### src/rtl/spi_regport_pkg.sv
package spi_regport_pkg;
  localparam int unsigned SPR_BYTE_W = 8;
  localparam int unsigned SPR_ADDR_W = 5;
  localparam int unsigned SPR_IDX_W  = $clog2(SPR_BYTE_W);
  localparam int unsigned SPR_CNT_W  = $clog2(2 * SPR_BYTE_W);

  // Capture on the rising edge when polarity and edge bits agree.
  function automatic logic capture_on_rise(input logic cpol, input logic cedge);
    return cpol == cedge;
  endfunction

  function automatic logic [SPR_BYTE_W-1:0] shift_in(input logic [SPR_BYTE_W-1:0] cur,
                                                     input logic b, input logic msb_first);
    return msb_first ? {cur[SPR_BYTE_W-2:0], b} : {b, cur[SPR_BYTE_W-1:1]};
  endfunction

  // Byte bit index transmitted in a given slot of the byte.
  function automatic logic [SPR_IDX_W-1:0] bit_pos(input logic [SPR_IDX_W-1:0] slot,
                                                   input logic msb_first);
    return msb_first ? (SPR_IDX_W'(SPR_BYTE_W - 1) - slot) : slot;
  endfunction

  function automatic logic cmd_is_read(input logic [SPR_BYTE_W-1:0] c);
    return c[SPR_BYTE_W-1];
  endfunction

  // True when every bit between the address field and the direction bit is zero.
  function automatic logic cmd_rsv_clear(input logic [SPR_BYTE_W-1:0] c, input int unsigned aw);
    logic [SPR_BYTE_W-2:0] low;
    low = c[SPR_BYTE_W-2:0];
    return (low >> aw) == '0;
  endfunction
endpackage

### src/rtl/spi_regport_sync.sv
module spi_regport_sync #(
  parameter int unsigned WIDTH = 1,
  parameter int unsigned STAGES = 2,
  parameter logic [WIDTH-1:0] RST_VAL = '0
) (
  input  logic             clk,
  input  logic             rst_n,
  input  logic [WIDTH-1:0] d,
  output logic [WIDTH-1:0] q
);
  localparam int unsigned CHAIN_W = WIDTH * STAGES;

  logic [CHAIN_W-1:0] chain;

  always_ff @(posedge clk or negedge rst_n) begin
    if (!rst_n) chain <= {STAGES{RST_VAL}};
    else        chain <= {chain[CHAIN_W-WIDTH-1:0], d};
  end

  assign q = chain[CHAIN_W-1 -: WIDTH];
endmodule

### src/rtl/spi_regport_engine.sv
module spi_regport_engine
  import spi_regport_pkg::*;
#(
  parameter int unsigned ADDR_W = SPR_ADDR_W,
  parameter int unsigned SYNC_STAGES = 2
) (
  input  logic                  clk,
  input  logic                  rst_n,
  input  logic                  sck_pin,
  input  logic                  sdi_pin,
  input  logic                  scs_n_pin,
  input  logic                  cfg_cpol,
  input  logic                  cfg_cedge,
  input  logic                  cfg_msb_first,
  input  logic                  cfg_cs_en,
  output logic [SPR_CNT_W-1:0]  bit_cnt,
  output logic                  busy,
  output logic                  frame_abort,
  output logic                  cmd_done,
  output logic                  rd_go,
  output logic                  wr_go,
  output logic [ADDR_W-1:0]     cmd_addr,
  output logic [SPR_BYTE_W-1:0] wdata
);
  localparam logic [SPR_CNT_W-1:0] CMD_LAST = SPR_CNT_W'(SPR_BYTE_W - 1);

  logic [2:0] pins_s;
  logic       sck_s, sdi_s, scs_n_s, sck_p, sel, sel_p, primed, cap_evt, sck_rise, sck_fall;
  logic [1:0] prime_cnt;
  logic [SPR_BYTE_W-1:0] rx, rx_next, cmd_q;

  spi_regport_sync #(.WIDTH(3), .STAGES(SYNC_STAGES), .RST_VAL(3'b100)) u_sync (
    .clk(clk), .rst_n(rst_n), .d({scs_n_pin, sdi_pin, sck_pin}), .q(pins_s)
  );
  assign {scs_n_s, sdi_s, sck_s} = pins_s;

  assign sel         = !cfg_cs_en || !scs_n_s;
  assign primed      = prime_cnt == 2'd3;
  assign sck_rise    = sck_s && !sck_p;
  assign sck_fall    = !sck_s && sck_p;
  assign cap_evt     = sel && primed && (capture_on_rise(cfg_cpol, cfg_cedge) ? sck_rise : sck_fall);
  assign rx_next     = shift_in(rx, sdi_s, cfg_msb_first);
  assign busy        = bit_cnt != '0;
  assign frame_abort = sel_p && !sel && busy;
  assign cmd_addr    = cmd_q[ADDR_W-1:0];

  always_ff @(posedge clk or negedge rst_n) begin
    if (!rst_n) begin
      sck_p     <= 1'b0;
      prime_cnt <= '0;
      sel_p     <= 1'b0;
      bit_cnt   <= '0;
      rx        <= '0;
      cmd_q     <= '0;
      wdata     <= '0;
      cmd_done  <= 1'b0;
      rd_go     <= 1'b0;
      wr_go     <= 1'b0;
    end else begin
      sck_p    <= sck_s;
      sel_p    <= sel;
      cmd_done <= 1'b0;
      rd_go    <= 1'b0;
      wr_go    <= 1'b0;
      if (!primed) prime_cnt <= prime_cnt + 2'd1;
      if (!sel) begin
        bit_cnt <= '0;
      end else if (cap_evt) begin
        rx      <= rx_next;
        bit_cnt <= bit_cnt + 1'b1;
        if (bit_cnt == CMD_LAST) begin
          cmd_q    <= rx_next;
          cmd_done <= 1'b1;
          rd_go    <= cmd_is_read(rx_next) && cmd_rsv_clear(rx_next, ADDR_W);
        end
        if (bit_cnt == '1) begin
          wdata <= rx_next;
          wr_go <= !cmd_is_read(cmd_q) && cmd_rsv_clear(cmd_q, ADDR_W);
        end
      end
    end
  end

  AST_DESEL_CLEARS_COUNT: assert property (@(posedge clk) disable iff (!rst_n)
    !sel |=> bit_cnt == '0);
  AST_WRITE_AFTER_CAPTURE: assert property (@(posedge clk) disable iff (!rst_n)
    wr_go |-> $past(cap_evt));
  AST_RESERVED_BLOCKS_ACCESS: assert property (@(posedge clk) disable iff (!rst_n)
    (rd_go || wr_go) |-> cmd_rsv_clear(cmd_q, ADDR_W));
endmodule

### src/rtl/spi_regport.sv
module spi_regport
  import spi_regport_pkg::*;
#(
  parameter int unsigned ADDR_W = SPR_ADDR_W,
  parameter int unsigned SYNC_STAGES = 2
) (
  input  logic                  clk,
  input  logic                  rst_n,
  input  logic                  cfg_cpol,
  input  logic                  cfg_cedge,
  input  logic                  cfg_msb_first,
  input  logic                  cfg_cs_en,
  input  logic                  spi_sck,
  input  logic                  spi_sdi,
  input  logic                  spi_scs_n,
  output logic                  spi_sdo,
  output logic                  spi_sdo_oe,
  output logic [ADDR_W-1:0]     reg_addr,
  output logic                  reg_wr,
  output logic [SPR_BYTE_W-1:0] reg_wdata,
  output logic                  reg_rd,
  input  logic [SPR_BYTE_W-1:0] reg_rdata,
  input  logic                  loc_load,
  input  logic [SPR_BYTE_W-1:0] loc_data,
  input  logic                  clr_incomplete,
  input  logic                  clr_collide,
  output logic                  flag_incomplete,
  output logic                  flag_collide
);
  logic [SPR_CNT_W-1:0]  bit_cnt;
  logic                  busy, frame_abort, cmd_done, rd_go, wr_go, load_clash;
  logic [SPR_BYTE_W-1:0] tx_hold, rd_byte;
  logic [SPR_IDX_W-1:0]  out_pos;

  spi_regport_engine #(.ADDR_W(ADDR_W), .SYNC_STAGES(SYNC_STAGES)) u_engine (
    .clk(clk), .rst_n(rst_n),
    .sck_pin(spi_sck), .sdi_pin(spi_sdi), .scs_n_pin(spi_scs_n),
    .cfg_cpol(cfg_cpol), .cfg_cedge(cfg_cedge),
    .cfg_msb_first(cfg_msb_first), .cfg_cs_en(cfg_cs_en),
    .bit_cnt(bit_cnt), .busy(busy), .frame_abort(frame_abort),
    .cmd_done(cmd_done), .rd_go(rd_go), .wr_go(wr_go),
    .cmd_addr(reg_addr), .wdata(reg_wdata)
  );

  assign load_clash = loc_load && busy;
  assign reg_wr     = wr_go;
  assign reg_rd     = rd_go;
  assign out_pos    = bit_pos(bit_cnt[SPR_IDX_W-1:0], cfg_msb_first);
  assign spi_sdo    = bit_cnt[SPR_CNT_W-1] ? rd_byte[out_pos] : tx_hold[out_pos];
  assign spi_sdo_oe = !cfg_cs_en || !spi_scs_n;

  always_ff @(posedge clk or negedge rst_n) begin
    if (!rst_n) begin
      tx_hold         <= '0;
      rd_byte         <= '0;
      flag_incomplete <= 1'b0;
      flag_collide    <= 1'b0;
    end else begin
      if (loc_load && !busy) tx_hold <= loc_data;
      if (cmd_done) rd_byte <= rd_go ? reg_rdata : '0;
      if (frame_abort)         flag_incomplete <= 1'b1;
      else if (clr_incomplete) flag_incomplete <= 1'b0;
      if (load_clash)          flag_collide <= 1'b1;
      else if (clr_collide)    flag_collide <= 1'b0;
    end
  end

  AST_STROBES_EXCLUSIVE: assert property (@(posedge clk) disable iff (!rst_n)
    !(reg_wr && reg_rd));
  AST_ABORT_SETS_FLAG: assert property (@(posedge clk) disable iff (!rst_n)
    frame_abort |=> flag_incomplete);
  AST_CLASH_DISCARDS_LOAD: assert property (@(posedge clk) disable iff (!rst_n)
    load_clash |=> (flag_collide && $stable(tx_hold)));
  AST_COLLIDE_STICKY: assert property (@(posedge clk) disable iff (!rst_n)
    (flag_collide && !clr_collide) |=> flag_collide);
  AST_SDO_RELEASED: assert property (@(posedge clk) disable iff (!rst_n)
    (cfg_cs_en && spi_scs_n) |-> !spi_sdo_oe);
endmodule

### config.mk
export PLATFORM = sky130hd
export DESIGN_NAME = spi_regport
export DESIGN_NICKNAME = d
export VERILOG_FILES = /design/src/rtl/spi_regport_pkg.sv /design/src/rtl/spi_regport_sync.sv /design/src/rtl/spi_regport_engine.sv /design/src/rtl/spi_regport.sv
export SDC_FILE = /design/constraint.sdc
export NUM_CORES = 1
export LEC_CHECK = 0
export ABC_AREA = 1
export BUFFER_PORTS_ARGS = -buffer_cell sky130_fd_sc_hd__buf_2
export CAP_MARGIN = 20
export CORE_MARGIN = 2
export CORE_UTILIZATION = 40
export CTS_BUF_LIST = sky130_fd_sc_hd__clkbuf_16
export CTS_CLUSTER_DIAMETER = 80
export DETAILED_ROUTE_END_ITERATION = 12
export HOLD_SLACK_MARGIN = 0.02
export SLEW_MARGIN = 20
export SYNTH_ARGS = -nofsm -noshare
export SYNTH_HDL_FRONTEND = slang
export SYNTH_SLANG_ARGS = --single-unit
### constraint.sdc
create_clock -name clk -period 2.4 [get_ports clk]
set_input_delay 0.36 -clock clk [delete_from_list [all_inputs] [get_ports clk]]
set_output_delay 0.36 -clock clk [all_outputs]
set_load 0.02 [all_outputs]
# Yosys cells after proc, flatten, opt, wreduce, memory -nomap -nowiden
# Cells that the tools add are included.
# totals
rom_bits,0
mem_count,0
latchBits,0
ramBits,0
word_cells,76
in_bits,28
register_bits,59
# op_classes
muxes,24
magnitude_cmp,1
bitwise,0
n_mul,0
shift,0
eq_ne,5
reduce_logical,28
addsub,3
n_div,0
# ops
operator,count
$mux 1,17
$mux 8,2
$logic_not 7->1,2
$logic_and 1x1->1,10
$logic_not 1->1,8
$mux 4,2
$bmux 1 s3,2
$reduce_and 3->1,2
$add 4x1->4 const B,1
$eq 4x3->1 const B,1
$eq 4x4->1 const B,1
$lt 3x4->1 const B,1
$reduce_bool 2->1,2
$reduce_bool 4->1,1
$mux 3,1
$sub 3x3->3 const A,1
$add 2x1->2 const B,1
$eq 2x2->1 const B,1
$logic_or 1x1->1,2
$ne 2x2->1 const B,1
$reduce_and 2->1,1
$eq 1x1->1,1

# Logic depth before layout (Yosys ltp)
# depth
word_depth,6
depth_mapped,9
ltp_nobuf,8

# By module
# A second synthesis with hierarchy kept.
# unflattened
hier_cells,333
hier_area_um2,2837.7
# modules_own_cells
mod,cells_each,area_each_um2,n_inst
spi_regport_engine,202,1701.6,1
spi_regport,122,960.9,1
spi_regport_sync,9,175.2,1

# Worst setup path after synthesis
# OpenSTA, ideal clock, no wires.
# synth_path
path_type,input to output
from,in cfg_msb_first
to,out spi_sdo
t_arrival_ns,1.238
path_stages,7
path_buffers,2
path_slack_ns,0.802
path_cell_list,buf_6 > buf_8 > xor2_1 > nand3_1 > nand3_1 > nand3_1 > nand2_1
# synth_via
elab_chain_len,4
elab_cells_between_ends,6
classes_between,6 x mux
# synth_rtl
element,line,source
start: declaration,spi_regport.sv:11,"input logic cfg_msb_first,"
$mux 3 (*),spi_regport_pkg.sv:20,return msb_first ? (SPR_IDX_W'(SPR_BYTE_W - 1) - slot) : slot;
$bmux 1 s3,spi_regport.sv:49,assign spi_sdo = bit_cnt[SPR_CNT_W-1] ? rd_byte[out_pos] : tx_hold[out_pos];
$mux 1 (not written as such),spi_regport.sv:49,
$mux 1 (*),spi_regport.sv:49,
end: declaration,spi_regport.sv:16,"output logic spi_sdo,"
# Mark *: on every way between the ends. The rest lies on a longest branch, timed or not. The select of a mux whose other input is x is not followed.

# Worst setup path in the final report
# layout_path
from,reg u_engine.bit_cnt[0]
to,out spi_sdo
# layout_via
elab_chain_len,5
elab_cells_between_ends,7
classes_between,1 x add/sub; 6 x mux
# layout_rtl
element,line,source
start: declaration,spi_regport_engine.sv:16,"output logic [SPR_CNT_W-1:0] bit_cnt,"
start signal: assignment,spi_regport_engine.sv:70,bit_cnt <= bit_cnt + 1'b1;
$sub 3x3->3,spi_regport_pkg.sv:20,
$mux 3 (*),spi_regport_pkg.sv:20,
$bmux 1 s3,spi_regport.sv:49,
$mux 1 (not written as such),spi_regport.sv:49,
$mux 1 (*),spi_regport.sv:49,
# Marked as above.

==> results.json <==
{
  "finalSetupViolCount": 0,
  "die_area_sq_um": 7470,
  "synth-seq-cells": 59,
  "final_antenna_net_count": 0,
  "peakVddDrop_mv": 0.402,
  "grt_max_degree": 60,
  "ys_seq_area_share_pct": 54.4,
  "synth_top_area_share_pct": 52.5,
  "yosys.area.top_type": "dfrtp_1",
  "wirelength_mm": 5.16,
  "htree_levels": 3,
  "max_freq_ghz": 0.475,
  "synth_nets": 305,
  "slew_viol_final": 0,
  "crit_arrival_ns": 1.75,
  "diodes": 0,
  "clkSinkCount": 59,
  "fin_ws_ns": 0.294,
  "gr-total-overflow": 0,
  "crit_fanout": 7,
  "pwr-share-seq_pct": 38.0,
  "synth_cells": 274,
  "nets": 351,
  "swShare_pct": 31.5,
  "fin_tns_setup_ns": 0,
  "holdBufCountCts": 0,
  "place_ws_ns": 0.407,
  "synth-edff-count": 0,
  "post_synth_num_cell_types": 32,
  "grt_pass1_wl_mm": 8.94,
  "syn_to_final_growth_pct": 20.8,
  "io_pins": 47,
  "syn_area_per_cell_sq_um": 9.92,
  "yosysWarnings": 0,
  "p_per_area_nw_per_um2": 1090,
  "num-fill-cells": 643,
  "p_int_mw": 2.46,
  "clk_pin_slew_ns": 0.05,
  "final.min_clock_period_ns": 2.11,
  "drc_errors": 0,
  "async_flop_share_pct": 100,
  "ctsResizeCount": 0,
  "hp-class": "in -> async",
  "hold_violations": 0,
  "drt_pass1_iterations": 4,
  "clkPwrFrac_pct": 37.7,
  "critPathLaunchType": "register",
  "syn_area_sq_um": 2720,
  "cp.required_ns": 2.04,
  "routed_via_density": 4.75,
  "post_drt_wl_per_cell_um": 12.7,
  "cts_tree": "yes",
  "combinationalPowerShare_pct": 24.2,
  "finalPower_mw": 3.59,
  "track_usage_pct": 15.6,
  "num_rows": 30,
  "power.switching_mw": 1.13,
  "worstMarginPinSlew_ns": 0.481,
  "fp.dieH_um": 86.4,
  "synth.most_common_cell": "dfrtp_1",
  "clk_path_buf_depth": 2,
  "dr.first_iter.drc_count": 126,
  "r2r_end": "u_engine.wdata[0]",
  "antenna_found_initial": 0,
  "worstSkewPairLatency_ns": 0.33,
  "maxCapViolCount": 0,
  "path_class": "reg -> out",
  "crit_path_end_kind": "primary output",
  "die_x_um": 86.4,
  "rsz0062_at_grt": "false",
  "reg2reg_from": "u_engine.bit_cnt[0]",
  "route.vias.total": 1923,
  "ys.flop_type": "dfrtp_1",
  "place.gp.congestion": 0.770,
  "post_cts_buffers": 0,
  "drive_above_1_share_pct": 28.6,
  "r2r_setup_slack_ns": 0.70,
  "timing.slew.headroom_pct": 67.6,
  "rr_worst_depth": 6,
  "clockRootBuffer": "clkbuf_16",
  "period_share_pct": 87.7,
  "numPortBuffers": 46,
  "p_leak_nw": 1.65,
  "start_util_pct": 40.7,
  "design.core.area_sq_um": 6680,
  "outcome": "finished, final reports clean",
  "dpl.hpwl_mm": 3.56,
  "grt_pass1_vias": 1940,
  "skew_ns": 0.00298,
  "synthTopCellsByArea": "dfrtp_1, nand2_1, nand3_1",
  "synthTopCellsByCount": "dfrtp_1, nand2_1, nand3_1",
  "crit_start": "u_engine.bit_cnt[0]",
  "cts_inserted_buffers": 9
}
[logic make-up after synthesis]
family | share of synthesized area, %
mux | 2.99
buf+inv | 8.06
fa+ha+maj | 1.38
xor+xnor | 2.58
flops | 54.4
compound gates | 10.7
simple gates | 19.9
[through the flow]
| step | instances | instance area [sq um] | util (%) | hold WS, ns |
|---|---|---|---|---|
| after floorplan | 274 | 2720 | - | 0.0644 |
| after global placement | 389 | 2970 | 44.4 | 0.334 |
| after detailed placement | 389 | 2970 | 44.4 | 0.336 |
| after CTS | 405 | 3280 | 49.1 | 0.0377 |
| after global routing | 405 | 3280 | 49.1 | 0.0483 |
| final | 405 | 3280 | 49.1 | 0.0175 |
[worst max-delay path, stage by stage, from the launching register on]
cell     delay (ns)
dfrtp_1        0.45
inv_1          0.11
nand2_1        0.17
nand2_2        0.13
nand2_1        0.08
nand3_1        0.06
nand3_1        0.11
nand3_1        0.08
nand2_1        0.07
buf_2          0.16
[metal layers]
metal  up-vias  part of all wire (%)  track usage, %
met4         0                   2.2            9.38
met2        38                    45            23.2
met5         -                     0               0
met1       885                    48            20.6
li1        988                     -               -
met3        12                   4.4            3.52
[how the worst max path moves through the flow]
stage                         end  cells past startpoint
final                     spi_sdo                      9
after global placement    spi_sdo                     10
after global routing      spi_sdo                      9
after CTS                 spi_sdo                      9
after detailed placement  spi_sdo                     10
after floorplan           spi_sdo                      7
[registers in the layout, summed over array words and instances (netlist names), 2 cells and up]
name	flops
u_engine.u_sync.chain	6
u_engine.rx	8
rd_byte	8
u_engine.prime_cnt	2
u_engine.bit_cnt	4
u_engine.wdata	8
u_engine.cmd_q	8
tx_hold	8
[area by class of cell]
cell class | count | area [sq um] | share of cell area [%]
Sequential cell | 59 | 1480 | 45.0
Multi-Input combinational cell | 173 | 1020 | 31.1
Timing Repair Buffer | 48 | 258 | 7.85
Clock buffer | 9 | 225 | 6.86
Inverter | 29 | 109 | 3.32
Tap cell | 80 | 100 | 3.05
Clock inverter | 7 | 92.6 | 2.82
[power groups by stage]
stage | logic [mW] | clock network (mW) | registers, mW
floorplan | 0.659 | 0 | 1.37
global placement | 0.864 | 0 | 1.38
detailed placement | 0.875 | 0 | 1.38
CTS | 0.884 | 1.38 | 1.37
global route | 1.01 | 1.42 | 1.40
finish | 0.871 | 1.36 | 1.37
[cell usage in the layout (no fill, tap or decap), types with 2 or more instances in the layout]
master      count
inv_1          27
nand4_4         2
ha_1            3
nand2_2         3
clkbuf_16       9
xnor2_1         5
dfstp_2         2
nor2_1         11
buf_2          46
nand3_1        31
o21ai_1         3
o21ai_2        13
o21ai_0        22
nand4_1         2
a21oi_1         7
clkinvlp_4      3
clkinv_2        2
mux2i_1         7
inv_2           2
xor2_1          3
nand2_1        52
bufinv_16       2
dfrtp_1        57
Note: power is estimated with default switching activity, not from simulation.
